`config.mk`:
```
export PLATFORM = sky130hd
export DESIGN_NAME = dma_bw_limiter
export DESIGN_NICKNAME = d
export VERILOG_FILES = /design/src/rtl/bwl_pkg.sv /design/src/rtl/bwl_span_counter.sv /design/src/rtl/bwl_phase_ctrl.sv /design/src/rtl/dma_bw_limiter.sv
export SDC_FILE = /design/constraint.sdc
export NUM_CORES = 1
export LEC_CHECK = 0
export CORE_MARGIN = 2
export CORE_UTILIZATION = 57
export DETAILED_ROUTE_END_ITERATION = 7
export PLACE_DENSITY = 0.84
export SYNTH_ARGS = -nofsm -noshare
export SYNTH_HDL_FRONTEND = slang
export SYNTH_SLANG_ARGS = --single-unit
```
`constraint.sdc`:
```
create_clock -name clk -period 5.7 [get_ports clk]
set_input_delay 1.14 -clock clk [delete_from_list [all_inputs] [get_ports clk]]
set_output_delay 1.14 -clock clk [all_outputs]
set_load 0.005 [all_outputs]
```
`src/rtl/bwl_pkg.sv`:
```
package bwl_pkg;

    typedef enum logic [1:0] {
        PH_ACTIVE = 2'd0,
        PH_DRAIN  = 2'd1,
        PH_IDLE   = 2'd2
    } phase_e;

    typedef struct packed {
        phase_e phase;
    } ctrl_state_t;

endpackage

```
`src/rtl/bwl_span_counter.sv`:
```
module bwl_span_counter #(
    parameter int W = 8
) (
    input  logic         clk,
    input  logic         rst_n,
    input  logic         clr,
    input  logic         inc,
    output logic [W-1:0] value
);

    localparam logic [W-1:0] STEP = W'(1);

    logic [W-1:0] value_d;
    logic [W-1:0] value_q;

    always_comb begin
        value_d = value_q;
        if (clr) begin
            value_d = '0;
        end else if (inc) begin
            value_d = value_q + STEP;
        end
    end

    always_ff @(posedge clk or negedge rst_n) begin
        if (!rst_n) begin
            value_q <= '0;
        end else begin
            value_q <= value_d;
        end
    end

    assign value = value_q;

    // no clear and no count means the spent value is frozen
    a_r3_hold_when_idle: assert property (@(posedge clk) disable iff (!rst_n)
        (!clr && !inc) |=> $stable(value_q));

    // a counted clock advances the value by exactly one
    a_r2_single_step: assert property (@(posedge clk) disable iff (!rst_n)
        (inc && !clr) |=> (value_q == $past(value_q) + STEP));

endmodule

```
`src/rtl/bwl_phase_ctrl.sv`:
```
module bwl_phase_ctrl
    import bwl_pkg::*;
#(
    parameter int W = 8
) (
    input  logic         clk,
    input  logic         rst_n,
    input  logic         enable,
    input  logic [W-1:0] active_cnt,
    input  logic [W-1:0] idle_cnt,
    input  logic         bus_owned,
    input  logic         preempt,
    input  logic         operand_end,
    input  logic [W-1:0] act_used,
    input  logic [W-1:0] idle_used,
    output logic         act_clr,
    output logic         act_inc,
    output logic         idle_clr,
    output logic         idle_inc,
    output logic         req_allowed,
    output logic         release_bus
);

    localparam logic [W:0] ONE_X = (W+1)'(1);

    ctrl_state_t st_d;
    ctrl_state_t st_q;

    logic [W:0] act_limit;
    logic [W:0] idle_limit;
    logic       act_hit;
    logic       idle_hit;
    logic       counting;

    // zero budgets are promoted to one
    assign act_limit  = (active_cnt == '0) ? ONE_X : {1'b0, active_cnt};
    assign idle_limit = (idle_cnt == '0)   ? ONE_X : {1'b0, idle_cnt};

    assign counting = enable && (st_q.phase == PH_ACTIVE) && bus_owned && !preempt;
    assign act_hit  = ({1'b0, act_used} + ONE_X) >= act_limit;
    assign idle_hit = ({1'b0, idle_used} + ONE_X) >= idle_limit;

    always_comb begin
        st_d     = st_q;
        act_clr  = 1'b0;
        act_inc  = 1'b0;
        idle_clr = 1'b0;
        idle_inc = 1'b0;
        if (!enable) begin
            st_d.phase = PH_ACTIVE;
            act_clr    = 1'b1;
            idle_clr   = 1'b1;
        end else begin
            unique case (st_q.phase)
                PH_ACTIVE: begin
                    if (counting) begin
                        act_inc = 1'b1;
                        if (act_hit) begin
                            idle_clr   = 1'b1;
                            st_d.phase = operand_end ? PH_IDLE : PH_DRAIN;
                        end
                    end
                end
                PH_DRAIN: begin
                    if (operand_end || !bus_owned) begin
                        idle_clr   = 1'b1;
                        st_d.phase = PH_IDLE;
                    end
                end
                PH_IDLE: begin
                    idle_inc = 1'b1;
                    if (idle_hit) begin
                        act_clr    = 1'b1;
                        idle_clr   = 1'b1;
                        st_d.phase = PH_ACTIVE;
                    end
                end
                default: begin
                    st_d.phase = PH_ACTIVE;
                    act_clr    = 1'b1;
                    idle_clr   = 1'b1;
                end
            endcase
        end
    end

    always_ff @(posedge clk or negedge rst_n) begin
        if (!rst_n) begin
            st_q.phase <= PH_ACTIVE;
        end else begin
            st_q <= st_d;
        end
    end

    assign req_allowed = !enable || (st_q.phase == PH_ACTIVE);
    assign release_bus = enable && (st_q.phase == PH_IDLE);

    // an unfinished operand keeps the limiter waiting before release
    a_r4_wait_operand: assert property (@(posedge clk) disable iff (!rst_n)
        (enable && st_q.phase == PH_DRAIN && !operand_end && bus_owned)
        |=> (st_q.phase == PH_DRAIN));

    // the idle window is not cut short by anything but its own count
    a_r5_idle_holds: assert property (@(posedge clk) disable iff (!rst_n)
        (enable && st_q.phase == PH_IDLE && !idle_hit) |=> (st_q.phase == PH_IDLE));

    // no counted clock means no exit from the active phase
    a_r3_no_spend_no_exit: assert property (@(posedge clk) disable iff (!rst_n)
        (st_q.phase == PH_ACTIVE && !counting) |=> (st_q.phase == PH_ACTIVE));

    // disabling returns to a fresh active phase
    a_r7_disable_restart: assert property (@(posedge clk) disable iff (!rst_n)
        (!enable) |=> (st_q.phase == PH_ACTIVE && act_used == '0));

    // leaving idle starts the active budget from zero
    a_r6_fresh_budget: assert property (@(posedge clk) disable iff (!rst_n)
        (enable && st_q.phase == PH_IDLE && idle_hit) |=> (act_used == '0));

endmodule

```
`src/rtl/dma_bw_limiter.sv`:
```
module dma_bw_limiter #(
    parameter int CNT_W = 8
) (
    input  logic             clk,
    input  logic             rst_n,
    input  logic             enable,
    input  logic [CNT_W-1:0] active_cnt,
    input  logic [CNT_W-1:0] idle_cnt,
    input  logic             bus_owned,
    input  logic             preempt,
    input  logic             operand_end,
    output logic             req_allowed,
    output logic             release_bus
);

    logic [CNT_W-1:0] act_used;
    logic [CNT_W-1:0] idle_used;
    logic             act_clr;
    logic             act_inc;
    logic             idle_clr;
    logic             idle_inc;

    bwl_span_counter #(.W(CNT_W)) u_act_cnt (
        .clk   (clk),
        .rst_n (rst_n),
        .clr   (act_clr),
        .inc   (act_inc),
        .value (act_used)
    );

    bwl_span_counter #(.W(CNT_W)) u_idle_cnt (
        .clk   (clk),
        .rst_n (rst_n),
        .clr   (idle_clr),
        .inc   (idle_inc),
        .value (idle_used)
    );

    bwl_phase_ctrl #(.W(CNT_W)) u_ctrl (
        .clk         (clk),
        .rst_n       (rst_n),
        .enable      (enable),
        .active_cnt  (active_cnt),
        .idle_cnt    (idle_cnt),
        .bus_owned   (bus_owned),
        .preempt     (preempt),
        .operand_end (operand_end),
        .act_used    (act_used),
        .idle_used   (idle_used),
        .act_clr     (act_clr),
        .act_inc     (act_inc),
        .idle_clr    (idle_clr),
        .idle_inc    (idle_inc),
        .req_allowed (req_allowed),
        .release_bus (release_bus)
    );

    // the two outputs never demand opposite things at once
    a_r5_outputs_exclusive: assert property (@(posedge clk) disable iff (!rst_n)
        !(req_allowed && release_bus));

endmodule

```
==> results of run 1 <==
==> per-stage QoR <==
stage / total power, mW / cell area, um2
6_report: 0.349 / 1810
3_3_place_gp: 0.265 / 1780
2_1_floorplan: 0.230 / 1520
3_5_place_dp: 0.271 / 1780
4_1_cts: 0.351 / 1810
5_1_grt: 0.374 / 1810
==> cell families after synthesis <==
family                     share of synthesized area [%]
AOI/OAI and AO/OA                                   11.3
xor gates and xnor gates                            15.0
adders and majority gates                           14.8
buffers and inverters                               4.70
DFF                                                 29.7
muxes                                              0.659
and+or+nand+nor                                     23.9
==> synth_stat cells, drive strengths merged <==
cell	n
dfrtp	18
ha	18
inv	16
nor2	16
nand2	15
xnor2	15
xor2	11
a21oi	10
nor3	10
nand3	5
o21ai	5
and3	4
nor2b	3
a41o	2
nand2b	2
nand3b	2
nor3b	2
nor4	2
nor4b	2
o22ai	2
or2	2
or3b	2
a211oi	1
a21o	1
a31o	1
buf	1
mux2i	1
o211ai	1
o21a	1
o32a	1
==> layout by cell type (no fill, tap or decap), types with 2 or more instances in the layout <==
cell and instances:
sky130_fd_sc_hd__nor3_1 10, sky130_fd_sc_hd__nand2_1 14, sky130_fd_sc_hd__a21oi_1 9, sky130_fd_sc_hd__clkbuf_4 3
sky130_fd_sc_hd__or3b_4 2, sky130_fd_sc_hd__nor2_1 16, sky130_fd_sc_hd__o21ai_0 4, sky130_fd_sc_hd__or2_2 2
sky130_fd_sc_hd__o22ai_1 2, sky130_fd_sc_hd__and3_1 4, sky130_fd_sc_hd__xnor2_1 15, sky130_fd_sc_hd__nand2b_1 2
sky130_fd_sc_hd__nor2b_1 3, sky130_fd_sc_hd__nor4_1 2, sky130_fd_sc_hd__dfrtp_1 18, sky130_fd_sc_hd__nand3b_1 2
sky130_fd_sc_hd__clkdlybuf4s50_1 23, sky130_fd_sc_hd__inv_1 16, sky130_fd_sc_hd__a41o_1 2, sky130_fd_sc_hd__nand3_1 5
sky130_fd_sc_hd__xor2_1 11, sky130_fd_sc_hd__ha_1 18
==> cell type report <==
class                           instances  area (um2)  share of cell area, %
Multi-Input combinational cell        137         997                   55.0
Sequential cell                        18         450                   24.9
Timing Repair Buffer                   23         230                   12.7
Inverter                               16        60.1                   3.31
Tap cell                               30        37.5                   2.07
Clock buffer                            4        36.3                   2.00
==> worst min path at each step <==
stage	slack (ns)	startpoint	endpoint	depth (start not counted)
after floorplan	0.51	u_act_cnt.value[1]$_DFFE_PN0P_	u_act_cnt.value[1]$_DFFE_PN0P_	2
after global placement	0.53	u_act_cnt.value[1]$_DFFE_PN0P_	u_act_cnt.value[1]$_DFFE_PN0P_	2
after detailed placement	0.54	u_act_cnt.value[1]$_DFFE_PN0P_	u_act_cnt.value[1]$_DFFE_PN0P_	2
after CTS	0.56	u_act_cnt.value[1]$_DFFE_PN0P_	u_act_cnt.value[1]$_DFFE_PN0P_	2
after global routing	0.58	u_act_cnt.value[1]$_DFFE_PN0P_	u_act_cnt.value[1]$_DFFE_PN0P_	2
final	0.56	u_act_cnt.value[1]$_DFFE_PN0P_	u_act_cnt.value[1]$_DFFE_PN0P_	2
==> power groups by stage <==
stage          registers [mW]  clock network, mW  logic [mW]
4_1_cts                 0.149             0.0817       0.121
3_5_place_dp            0.151                  0       0.120
6_report                0.148             0.0800       0.120
2_1_floorplan           0.148                  0      0.0818
5_1_grt                 0.151             0.0883       0.135
3_3_place_gp            0.150                  0       0.115
==> tightest hold or removal path, cell delays in order, from the launching register on <==
cell	delay, ns
sky130_fd_sc_hd__dfrtp_1	0.40
sky130_fd_sc_hd__nand2_1	0.07
sky130_fd_sc_hd__a21oi_1	0.06
==> sequential cells by signal (all words and copies together), names as in the netlist <==
| signal | flops |
|---|---|
| u_act_cnt.value | 8 |
| u_ctrl.st_q | 2 |
| u_idle_cnt.value | 8 |
==> routing by layer <==
metal | up-vias | wire length (um)
met5 | - | 0
met4 | 0 | 27
met3 | 4 | 126
met2 | 21 | 1590
met1 | 641 | 1320
li1 | 654 | -
==> impl_metrics.sql, run 1 <==
INSERT INTO impl_metrics (metric_group, metric, value, unit) VALUES
('synthesis', 'syn-mean-instance-area', '8.83', 'um2'),
('grt', 'met2_usage', '38.9', '%'),
('cts', 'cts_root_buffer', 'sky130_fd_sc_hd__clkbuf_4', ''),
('min_path', 'hold_path_class', 'reg -> reg', ''),
('synthesis', 'yosysUniqueCellTypes', '35', ''),
('sta', 'fin_crit', '3.79', 'ns'),
('drt', 'remaining_drc_errors', '0', ''),
('power', 'worst_ir_drop_on_vdd', '192', 'uV'),
('critical_path', 'setup.worst_path.start', 'enable', ''),
('critical_path', 'timing.reg2reg.setup_slack', '2.69', 'ns'),
('sta', 'max_slew_margin', '45.5', '%'),
('flow_run', 'max_cap_viol_count', '0', ''),
('grt', 'grt_overflow_total', '0', ''),
('critical_path', 'critPathBufInv', '3', ''),
('grt', 'grt.busiest_layer', 'met2', ''),
('drt', 'finalWirelength', '3.07', 'mm'),
('grt', 'grt_use_met3', '6.05', '%'),
('critical_path', 'crit_path_capture_type', 'output port', ''),
('synthesis', 'post-synth-top-area-fraction', '29.7', '%'),
('floorplanning', 'placementRows', '18', ''),
('drt', 'detail_route.iter0.violations', '34', ''),
('sta', 'final.setup_skew', '0.0128', 'ns'),
('critical_path', 'path_common_cell', 'sky130_fd_sc_hd__clkdlybuf4s50_1', ''),
('drt', 'drt-wirelength-per-cell', '13.5', 'um'),
('power', 'power.density', '193', 'mW/mm2'),
('floorplanning', 'initial_utilization', '60.8', '%'),
('synthesis', 'syn_inst', '172', ''),
('placement', 'dpl_worst_slack', '1.94', 'ns'),
('placement', 'hpwlAfterDp', '2.46', 'mm'),
('drt', 'detail_route.first_pass.iterations', '4', ''),
('finish', 'num-fill-cells', '185', ''),
('critical_path', 'worst_setup_path_endpoint', 'release_bus', ''),
('floorplanning', 'chip_height', '55.6', 'um'),
('placement', 'instance_count_after_placement_with_tap_cells_included', '224', ''),
('cts', 'post-cts-setup-buffer-count', '0', ''),
('placement', 'port-buffer-count', '23', ''),
('grt', 'grt_pass1_wl', '5.60', 'mm'),
('sta', 'final-setup-viol-count', '0', ''),
('cts', 'numCtsBuffers', '3', ''),
('power', 'net-switching-power', '116', 'uW'),
('floorplanning', 'floorplan.io_pins', '24', ''),
('sta', 'worst_slack', '1.91', 'ns'),
('critical_path', 'critical_path_depth', '4', ''),
('finish', 'areaGrowthSynthToFinish', '19.3', '%'),
('critical_path', 'startpoint_type', 'input port', ''),
('grt', 'initial_antenna_violation_count', '0', ''),
('finish', 'layout.nets', '239', ''),
('finish', 'post_route_cells_drive_above_1_share', '7.07', '%'),
('critical_path', 'worstPathArrival', '2.65', 'ns'),
('cts', 'numClockSinks', '18', ''),
('synthesis', 'synth.cell_area', '0.00152', 'mm2'),
('outcome', 'outcome', 'finished clean', ''),
('critical_path', 'setup.worst_path.class', 'in -> out', ''),
('critical_path', 'peak_per_stage_delay_on_the_critical_path', '0.54', 'ns'),
('sta', 'fin_crit_sh', '66.6', '%'),
('finish', 'layoutNonFillerInstCount', '228', ''),
('sta', 'setup_tns', '0', 'ns'),
('synthesis', 'postSynthRegisterBits', '18', ''),
('placement', 'gp_congestion', '0.791', ''),
('drt', 'antenna_left', '0', ''),
('sta', 'final-max-slew-violation-count', '0', ''),
('sta', 'unrepaired_setup_endpoints_after_global_routing', 'false', ''),
('floorplanning', 'coreArea', '0.00250', 'mm2'),
('critical_path', 'rr_endpoint', 'u_idle_cnt.value[5]$_DFFE_PN0P_', ''),
('grt', 'vias_in_the_first_global_route', '1345', ''),
('cts', 'tritoncts', 'yes', ''),
('cts', 'cts.repair.resized', '0', ''),
('drt', 'viasPerCell', '5.79', ''),
('grt', 'grt_max_degree', '19', ''),
('finish', 'post-route-util', '72.5', '%'),
('cts', 'clk-insertion-delay-late', '0.30', 'ns');
(Power assumes the default switching activity.)
==> inputs of run 2 (changes only) <==
--- a/config.mk
+++ b/config.mk
@@ -6,9 +6,9 @@
 export NUM_CORES = 1
 export LEC_CHECK = 0
 export CORE_MARGIN = 2
-export CORE_UTILIZATION = 57
+export CORE_UTILIZATION = 48
 export DETAILED_ROUTE_END_ITERATION = 7
-export PLACE_DENSITY = 0.84
+export PLACE_DENSITY = 0.75
 export SYNTH_ARGS = -nofsm -noshare
 export SYNTH_HDL_FRONTEND = slang
 export SYNTH_SLANG_ARGS = --single-unit
==> constraint.sdc (replaced) <==
create_clock -name clk -period 3.4 [get_ports clk]
set_input_delay 0.68 -clock clk [delete_from_list [all_inputs] [get_ports clk]]
set_output_delay 0.68 -clock clk [all_outputs]
set_load 0.005 [all_outputs]
==> impl_metrics.sql, run 2 (same netlist as run 1, synthesis figures left out) <==
INSERT INTO impl_metrics (metric_group, metric, value, unit) VALUES
('outcome', 'outcome', 'finished clean', ''),
('floorplanning', 'coreArea', '0.00303', 'mm2'),
('critical_path', 'reg2reg_from', 'u_idle_cnt.value[0]$_DFFE_PN0P_', ''),
('cts', 'hold_buffers', '0', ''),
('floorplanning', 'die_area', '0.00363', 'mm2'),
('critical_path', 'path_common_cell', 'sky130_fd_sc_hd__ha_1', ''),
('cts', 'post-cts-setup-buffer-count', '0', ''),
('finish', 'layout.area.seq', '450', 'um2'),
('finish', 'post-route-util', '60.7', '%'),
('drt', 'antenna_left', '0', ''),
('grt', 'grt_pass1_wl', '5.53', 'mm'),
('cts', 'cts_max_level', '1', ''),
('cts', 'ctsLongestPathBuffers', '2', ''),
('grt', 'vias_in_the_first_global_route', '1292', ''),
('finish', 'layout.cells.most_common_list', 'sky130_fd_sc_hd__clkdlybuf4s50_1 (23), sky130_fd_sc_hd__ha_1 (18), sky130_fd_sc_hd__dfrtp_1 (18), sky130_fd_sc_hd__inv_1 (16), sky130_fd_sc_hd__nor2_1 (16)', ''),
('finish', 'areaGrowthSynthToFinish', '20.9', '%'),
('finish', 'num-fill-cells', '282', ''),
('critical_path', 'setup.worst_path.class', 'reg -> reg', ''),
('critical_path', 'worstPathArrival', '3.12', 'ns'),
('drt', 'detail_route.first_pass.iterations', '4', ''),
('drt', 'remaining_drc_errors', '0', ''),
('placement', 'gp_congestion', '0.755', ''),
('cts', 'tritoncts', 'yes', ''),
('sta', 'final.setup_skew', '0.00340', 'ns'),
('critical_path', 'rr_endpoint', 'u_ctrl.st_q[0]$_DFFE_PN0P_', ''),
('drt', 'viasPerCell', '5.26', ''),
('cts', 'cts_root_buffer', 'sky130_fd_sc_hd__clkbuf_4', ''),
('grt', 'grt.total_usage', '20.2', '%'),
('min_path', 'timing.hold.worst_endpoint', 'u_act_cnt.value[1]$_DFFE_PN0P_', ''),
('sta', 'fin_crit_sh', '85.5', '%'),
('finish', 'multi_input_comb_area', '997', 'um2'),
('grt', 'initial_antenna_violation_count', '0', ''),
('placement', 'port-buffer-count', '23', ''),
('sta', 'final-setup-viol-count', '0', ''),
('sta', 'final-max-slew-violation-count', '0', ''),
('min_path', 'timing.hold.worst.start', 'u_act_cnt.value[1]$_DFFE_PN0P_', ''),
('sta', 'setup_tns', '0', 'ns'),
('floorplanning', 'initial_utilization', '50.2', '%'),
('critical_path', 'crit_chain', 'ha_1 -> nand3_1 -> or2_2 -> xnor2_1 -> ha_1 -> a21oi_1 -> o22ai_1 -> nor4b_1 -> a21oi_2 -> buf_4 -> nor4b_2', ''),
('drt', 'finalWirelength', '3.15', 'mm'),
('cts', 'numCtsBuffers', '3', ''),
('power', 'power.density', '319', 'mW/mm2'),
('finish', 'layout.nets', '240', ''),
('power', 'leakagePower', '0.876', 'nW'),
('floorplanning', 'chip_height', '60.3', 'um'),
('drt', 'dr_total_vias', '1278', ''),
('cts', 'clk-insertion-delay-late', '0.30', 'ns'),
('drt', 'drt-wirelength-per-cell', '12.9', 'um'),
('critical_path', 'reg2reg_depth', '11', ''),
('floorplanning', 'floorplan.io_pins', '24', ''),
('critical_path', 'cpMaxStageDelayCell', 'sky130_fd_sc_hd__dfrtp_1', ''),
('sta', 'worst_pin_slew', '0.765', 'ns'),
('cts', 'numClockSinks', '18', ''),
('finish', 'post_route_cells_drive_above_1_share', '7.54', '%'),
('grt', 'grt_max_degree', '19', ''),
('sta', 'fin_crit', '2.91', 'ns'),
('sta', 'max_slew_margin', '48.8', '%'),
('flow_run', 'max_cap_viol_count', '0', ''),
('sta', 'fmax', '344', 'MHz'),
('min_path', 'hold_path_class', 'reg -> reg', ''),
('critical_path', 'cp_max_fo', '17', ''),
('critical_path', 'timing.reg2reg.setup_slack', '0.49', 'ns'),
('cts', 'cts.repair.resized', '0', ''),
('sta', 'final-hold-violation-count', '0', ''),
('drt', 'detail_route.iter0.violations', '26', ''),
('floorplanning', 'placementRows', '20', ''),
('critical_path', 'worst_ep_required_time', '3.62', 'ns'),
('critical_path', 'crit_path_capture_type', 'flop', ''),
('critical_path', 'startpoint_type', 'flop', ''),
('critical_path', 'peak_per_stage_delay_on_the_critical_path', '0.43', 'ns'),
('finish', 'leading_cell_type_in_the_layout_fill_and_taps_excluded', 'sky130_fd_sc_hd__clkdlybuf4s50_1', ''),
('min_path', 'min_delay_path_depth', '2', ''),
('finish', 'diodes', '0', ''),
('placement', 'hpwlAfterDp', '2.59', 'mm'),
('cts', 'clock_slew_seen_by_the_registers_of_the_worst_setup_and_hold_paths', '0.10', 'ns'),
('power', 'worst_ir_drop_on_vdd', '215', 'uV'),
('grt', 'grt_overflow_total', '0', ''),
('floorplanning', 'die-width', '60.3', 'um'),
('sta', 'unrepaired_setup_endpoints_after_global_routing', 'false', '');
## run 2: worst max path at each step
stage / start / end / slack (ns)
5_1_grt: u_idle_cnt.value[0]$_DFFE_PN0P_ / u_ctrl.st_q[0]$_DFFE_PN0P_ / 0.20
3_5_place_dp: idle_cnt[5] / u_ctrl.st_q[0]$_DFFE_PN0P_ / 0.34
3_3_place_gp: idle_cnt[5] / u_ctrl.st_q[0]$_DFFE_PN0P_ / 0.43
4_1_cts: u_idle_cnt.value[0]$_DFFE_PN0P_ / u_ctrl.st_q[0]$_DFFE_PN0P_ / 0.46
6_report: u_idle_cnt.value[0]$_DFFE_PN0P_ / u_ctrl.st_q[0]$_DFFE_PN0P_ / 0.49
2_1_floorplan: u_idle_cnt.value[0]$_DFFE_PN0P_ / u_idle_cnt.value[2]$_DFFE_PN0P_ / 0.81
## run 2: where the power goes
part           switching [mW]  internal [mW]  leakage, nW
Sequential             0.0203          0.229        0.249
Clock                  0.0670         0.0654       0.0210
Combinational           0.104          0.100        0.606
## run 2: through the flow
stage	cells	setup slack [ns]	area (um2)	hold WS, ns	power (mW)
6_report	243	0.492	1840	0.571	0.586
4_1_cts	243	0.459	1840	0.573	0.594
5_1_grt	243	0.201	1840	0.599	0.630
3_5_place_dp	239	0.343	1800	0.559	0.459
3_3_place_gp	239	0.432	1800	0.535	0.450
2_1_floorplan	172	0.806	1520	0.384	0.385
## run 2: cell type report
class,instances,share of cell area [%]
timing repair buffer,24,12.9
clock buffer,4,1.98
tap,44,3.00
sequential,18,24.5
inverter,16,3.27
multi-input combinational,137,54.3
## run 2: worst max-delay path: cells and delay by family, from the launching register on
family                     cells  cell delay (ns)
adders and majority gates      2             0.52
and+or+nand+nor                4             1.20
xor gates and xnor gates       1             0.14
AOI/OAI and AO/OA              3             0.32
buffers and inverters          1             0.21
DFF                            1             0.43
## run 2: layer usage
layer  up-vias  wire (um)  track usage [%]
li1        644          -                -
met1       602       1380             25.1
met2        28       1600             35.7
met3         4        140             3.68
met4         0         31             5.08
met5         -          0                0
==> inputs of run 3 (changes only) <==
--- a/config.mk
+++ b/config.mk
@@ -5,10 +5,10 @@
 export SDC_FILE = /design/constraint.sdc
 export NUM_CORES = 1
 export LEC_CHECK = 0
+export ABC_CLOCK_PERIOD_IN_PS = 3400
 export CORE_MARGIN = 2
-export CORE_UTILIZATION = 48
+export CORE_UTILIZATION = 35
 export DETAILED_ROUTE_END_ITERATION = 7
-export PLACE_DENSITY = 0.75
 export SYNTH_ARGS = -nofsm -noshare
 export SYNTH_HDL_FRONTEND = slang
 export SYNTH_SLANG_ARGS = --single-unit
==> impl_metrics.sql, run 3 (same netlist as run 1, synthesis figures left out) <==
INSERT INTO impl_metrics (metric_group, metric, value, unit) VALUES
('grt', 'grt_max_degree', '19', ''),
('cts', 'hold_buffers', '0', ''),
('outcome', 'outcome', 'finished clean', ''),
('cts', 'post-cts-setup-buffer-count', '0', ''),
('cts', 'clk-insertion-delay-late', '0.25', 'ns'),
('critical_path', 'reg2reg_from', 'u_idle_cnt.value[0]$_DFFE_PN0P_', ''),
('power', 'power_report.internal_total', '407', 'uW'),
('drt', 'viasPerCell', '4.86', ''),
('critical_path', 'cp_max_fo', '6', ''),
('finish', 'num-fill-cells', '408', ''),
('sta', 'fin_crit', '2.85', 'ns'),
('drt', 'remaining_drc_errors', '0', ''),
('grt', 'vias_in_the_first_global_route', '1256', ''),
('cts', 'numClockSinks', '18', ''),
('power', 'power_switching_share', '31.2', '%'),
('grt', 'initial_antenna_violation_count', '0', ''),
('sta', 'worst_pin_slew', '0.754', 'ns'),
('finish', 'post_route_cells_drive_above_1_share', '7.07', '%'),
('critical_path', 'crit_chain', 'clkdlybuf4s50_1 -> nand3b_1 -> inv_1 -> clkdlybuf4s50_1', ''),
('min_path', 'hold_path_class', 'reg -> reg', ''),
('cts', 'cts.repair.resized', '0', ''),
('critical_path', 'setup.worst_path.class', 'in -> out', ''),
('critical_path', 'reg2reg_depth', '11', ''),
('critical_path', 'critical_path_depth', '4', ''),
('finish', 'layoutNonFillerInstCount', '248', ''),
('power', 'worst_ir_drop_on_vdd', '267', 'uV'),
('critical_path', 'crit_path_capture_type', 'output port', ''),
('drt', 'drt-wirelength-per-cell', '11.2', 'um'),
('placement', 'gp_congestion', '0.756', ''),
('placement', 'dpl_worst_slack', '0.343', 'ns'),
('grt', 'grt.total_usage', '13.1', '%'),
('critical_path', 'setup.worst_path.start', 'enable', ''),
('finish', 'areaGrowthSynthToFinish', '21.7', '%'),
('sta', 'max_slew_margin', '49.6', '%'),
('drt', 'antenna_left', '0', ''),
('drt', 'detail_route.first_pass.iterations', '4', ''),
('critical_path', 'path_common_cell', 'sky130_fd_sc_hd__clkdlybuf4s50_1', ''),
('floorplanning', 'placementRows', '23', ''),
('sta', 'setup_tns', '0', 'ns'),
('placement', 'port-buffer-count', '23', ''),
('drt', 'detail_route.iter0.violations', '43', ''),
('placement', 'hpwlAfterDp', '2.33', 'mm'),
('finish', 'layout.nets', '240', ''),
('critical_path', 'rr_endpoint', 'u_ctrl.st_q[0]$_DFFE_PN0P_', ''),
('flow_run', 'max_cap_viol_count', '0', ''),
('floorplanning', 'die_area', '0.00488', 'mm2'),
('grt', 'grt_pass1_wl', '5.38', 'mm'),
('sta', 'final-setup-viol-count', '0', ''),
('floorplanning', 'die-width', '69.9', 'um'),
('finish', 'design_area', '0.00185', 'mm2'),
('floorplanning', 'coreArea', '0.00409', 'mm2'),
('power', 'power_frac_comb', '34.0', '%'),
('critical_path', 'worst_setup_path_endpoint', 'release_bus', ''),
('sta', 'final-max-slew-violation-count', '0', ''),
('finish', 'layout.cells.most_common_list', 'sky130_fd_sc_hd__clkdlybuf4s50_1 (23), sky130_fd_sc_hd__ha_1 (18), sky130_fd_sc_hd__dfrtp_1 (18), sky130_fd_sc_hd__inv_1 (16), sky130_fd_sc_hd__nor2_1 (16)', ''),
('drt', 'finalWirelength', '2.77', 'mm'),
('cts', 'ctsLongestPathBuffers', '2', ''),
('critical_path', 'cpMaxStageDelayCell', 'sky130_fd_sc_hd__clkdlybuf4s50_1', ''),
('sta', 'fin_crit_sh', '83.7', '%'),
('cts', 'cts_max_level', '1', ''),
('finish', 'post-route-util', '45.3', '%'),
('critical_path', 'critPathBufInv', '3', ''),
('sta', 'fmax', '351', 'MHz'),
('power', 'net-switching-power', '184', 'uW'),
('critical_path', 'worst_ep_required_time', '2.72', 'ns'),
('placement', 'instance_count_after_placement_with_tap_cells_included', '245', ''),
('critical_path', 'peak_per_stage_delay_on_the_critical_path', '0.53', 'ns'),
('critical_path', 'worstPathArrival', '2.17', 'ns'),
('sta', 'worst_slack', '0.555', 'ns'),
('drt', 'dr_total_vias', '1205', ''),
('power', 'seq_power_share', '42.3', '%'),
('power', 'p_clk_share', '23.7', '%'),
('sta', 'final-hold-violation-count', '0', ''),
('cts', 'numCtsBuffers', '3', ''),
('finish', 'diodes', '0', ''),
('power', 'total_power', '592', 'uW'),
('sta', 'hold-worst-slack', '0.548', 'ns'),
('cts', 'cts_root_buffer', 'sky130_fd_sc_hd__clkbuf_8', ''),
('min_path', 'min_delay_path_depth', '2', ''),
('power', 'power.density', '320', 'mW/mm2'),
('floorplanning', 'floorplan.io_pins', '24', ''),
('placement', 'dpl-instance-area', '0.00181', 'mm2'),
('grt', 'grt_overflow_total', '0', ''),
('cts', 'clock_slew_seen_by_the_registers_of_the_worst_setup_and_hold_paths', '0.06', 'ns'),
('critical_path', 'timing.reg2reg.setup_slack', '0.56', 'ns'),
('cts', 'tritoncts', 'yes', ''),
('floorplanning', 'initial_utilization', '37.2', '%'),
('floorplanning', 'chip_height', '69.9', 'um'),
('critical_path', 'crit_family', 'buffers and inverters', ''),
('sta', 'unrepaired_setup_endpoints_after_global_routing', 'false', ''),
('critical_path', 'startpoint_type', 'input port', ''),
('sta', 'final.setup_skew', '0.00435', 'ns'),
('power', 'leakagePower', '0.876', 'nW'),
('finish', 'leading_cell_type_in_the_layout_fill_and_taps_excluded', 'sky130_fd_sc_hd__clkdlybuf4s50_1', '');
[run 3: cell types whose count changed in the layout (fill, tap and decap cells not counted), sizes merged]
cell / delta
clkbuf: -1
[run 3: tightest hold or removal path, delay by kind of cell (launching register included)]
| kind | cells | cell delay [ns] |
|---|---|---|
| DFF | 1 | 0.39 |
| and+or+nand+nor | 1 | 0.06 |
| AOI/OAI and AO/OA | 1 | 0.06 |
[run 3: layout make-up]
| type | count | area, um2 | share of cell area [%] |
|---|---|---|---|
| Tap cell | 50 | 62.6 | 3.38 |
| Multi-Input combinational cell | 137 | 997 | 53.9 |
| Clock buffer | 3 | 41.3 | 2.23 |
| Sequential cell | 18 | 450 | 24.4 |
| Inverter | 16 | 60.1 | 3.25 |
| Timing Repair Buffer | 24 | 238 | 12.9 |
[run 3: worst min-delay path by stage]
stage / start / endpoint
after global routing: u_act_cnt.value[1]$_DFFE_PN0P_ / u_act_cnt.value[1]$_DFFE_PN0P_
after CTS: u_act_cnt.value[1]$_DFFE_PN0P_ / u_act_cnt.value[1]$_DFFE_PN0P_
after floorplan: rst_n / u_act_cnt.value[0]$_DFFE_PN0P_
after detailed placement: u_act_cnt.value[1]$_DFFE_PN0P_ / u_act_cnt.value[1]$_DFFE_PN0P_
final: u_act_cnt.value[1]$_DFFE_PN0P_ / u_act_cnt.value[1]$_DFFE_PN0P_
after global placement: u_act_cnt.value[1]$_DFFE_PN0P_ / u_act_cnt.value[1]$_DFFE_PN0P_
[run 3: power by group through the flow]
| stage | Sequential [mW] | Combinational [mW] | Clock, mW |
|---|---|---|---|
| 2_1_floorplan | 0.248 | 0.137 | 0 |
| 3_3_place_gp | 0.254 | 0.203 | 0 |
| 3_5_place_dp | 0.254 | 0.204 | 0 |
| 4_1_cts | 0.250 | 0.205 | 0.147 |
| 5_1_grt | 0.253 | 0.231 | 0.153 |
| 6_report | 0.250 | 0.201 | 0.140 |
[run 3: per-layer routing]
| metal | vias up | GRT usage (%) | share of wire (%) |
|---|---|---|---|
| li1 | 645 | - | - |
| met1 | 550 | 18.0 | 53 |
| met2 | 10 | 21.6 | 45 |
| met3 | 0 | 3.17 | 2.7 |
| met4 | 0 | 1.28 | 0 |
| met5 | - | 0 | 0 |
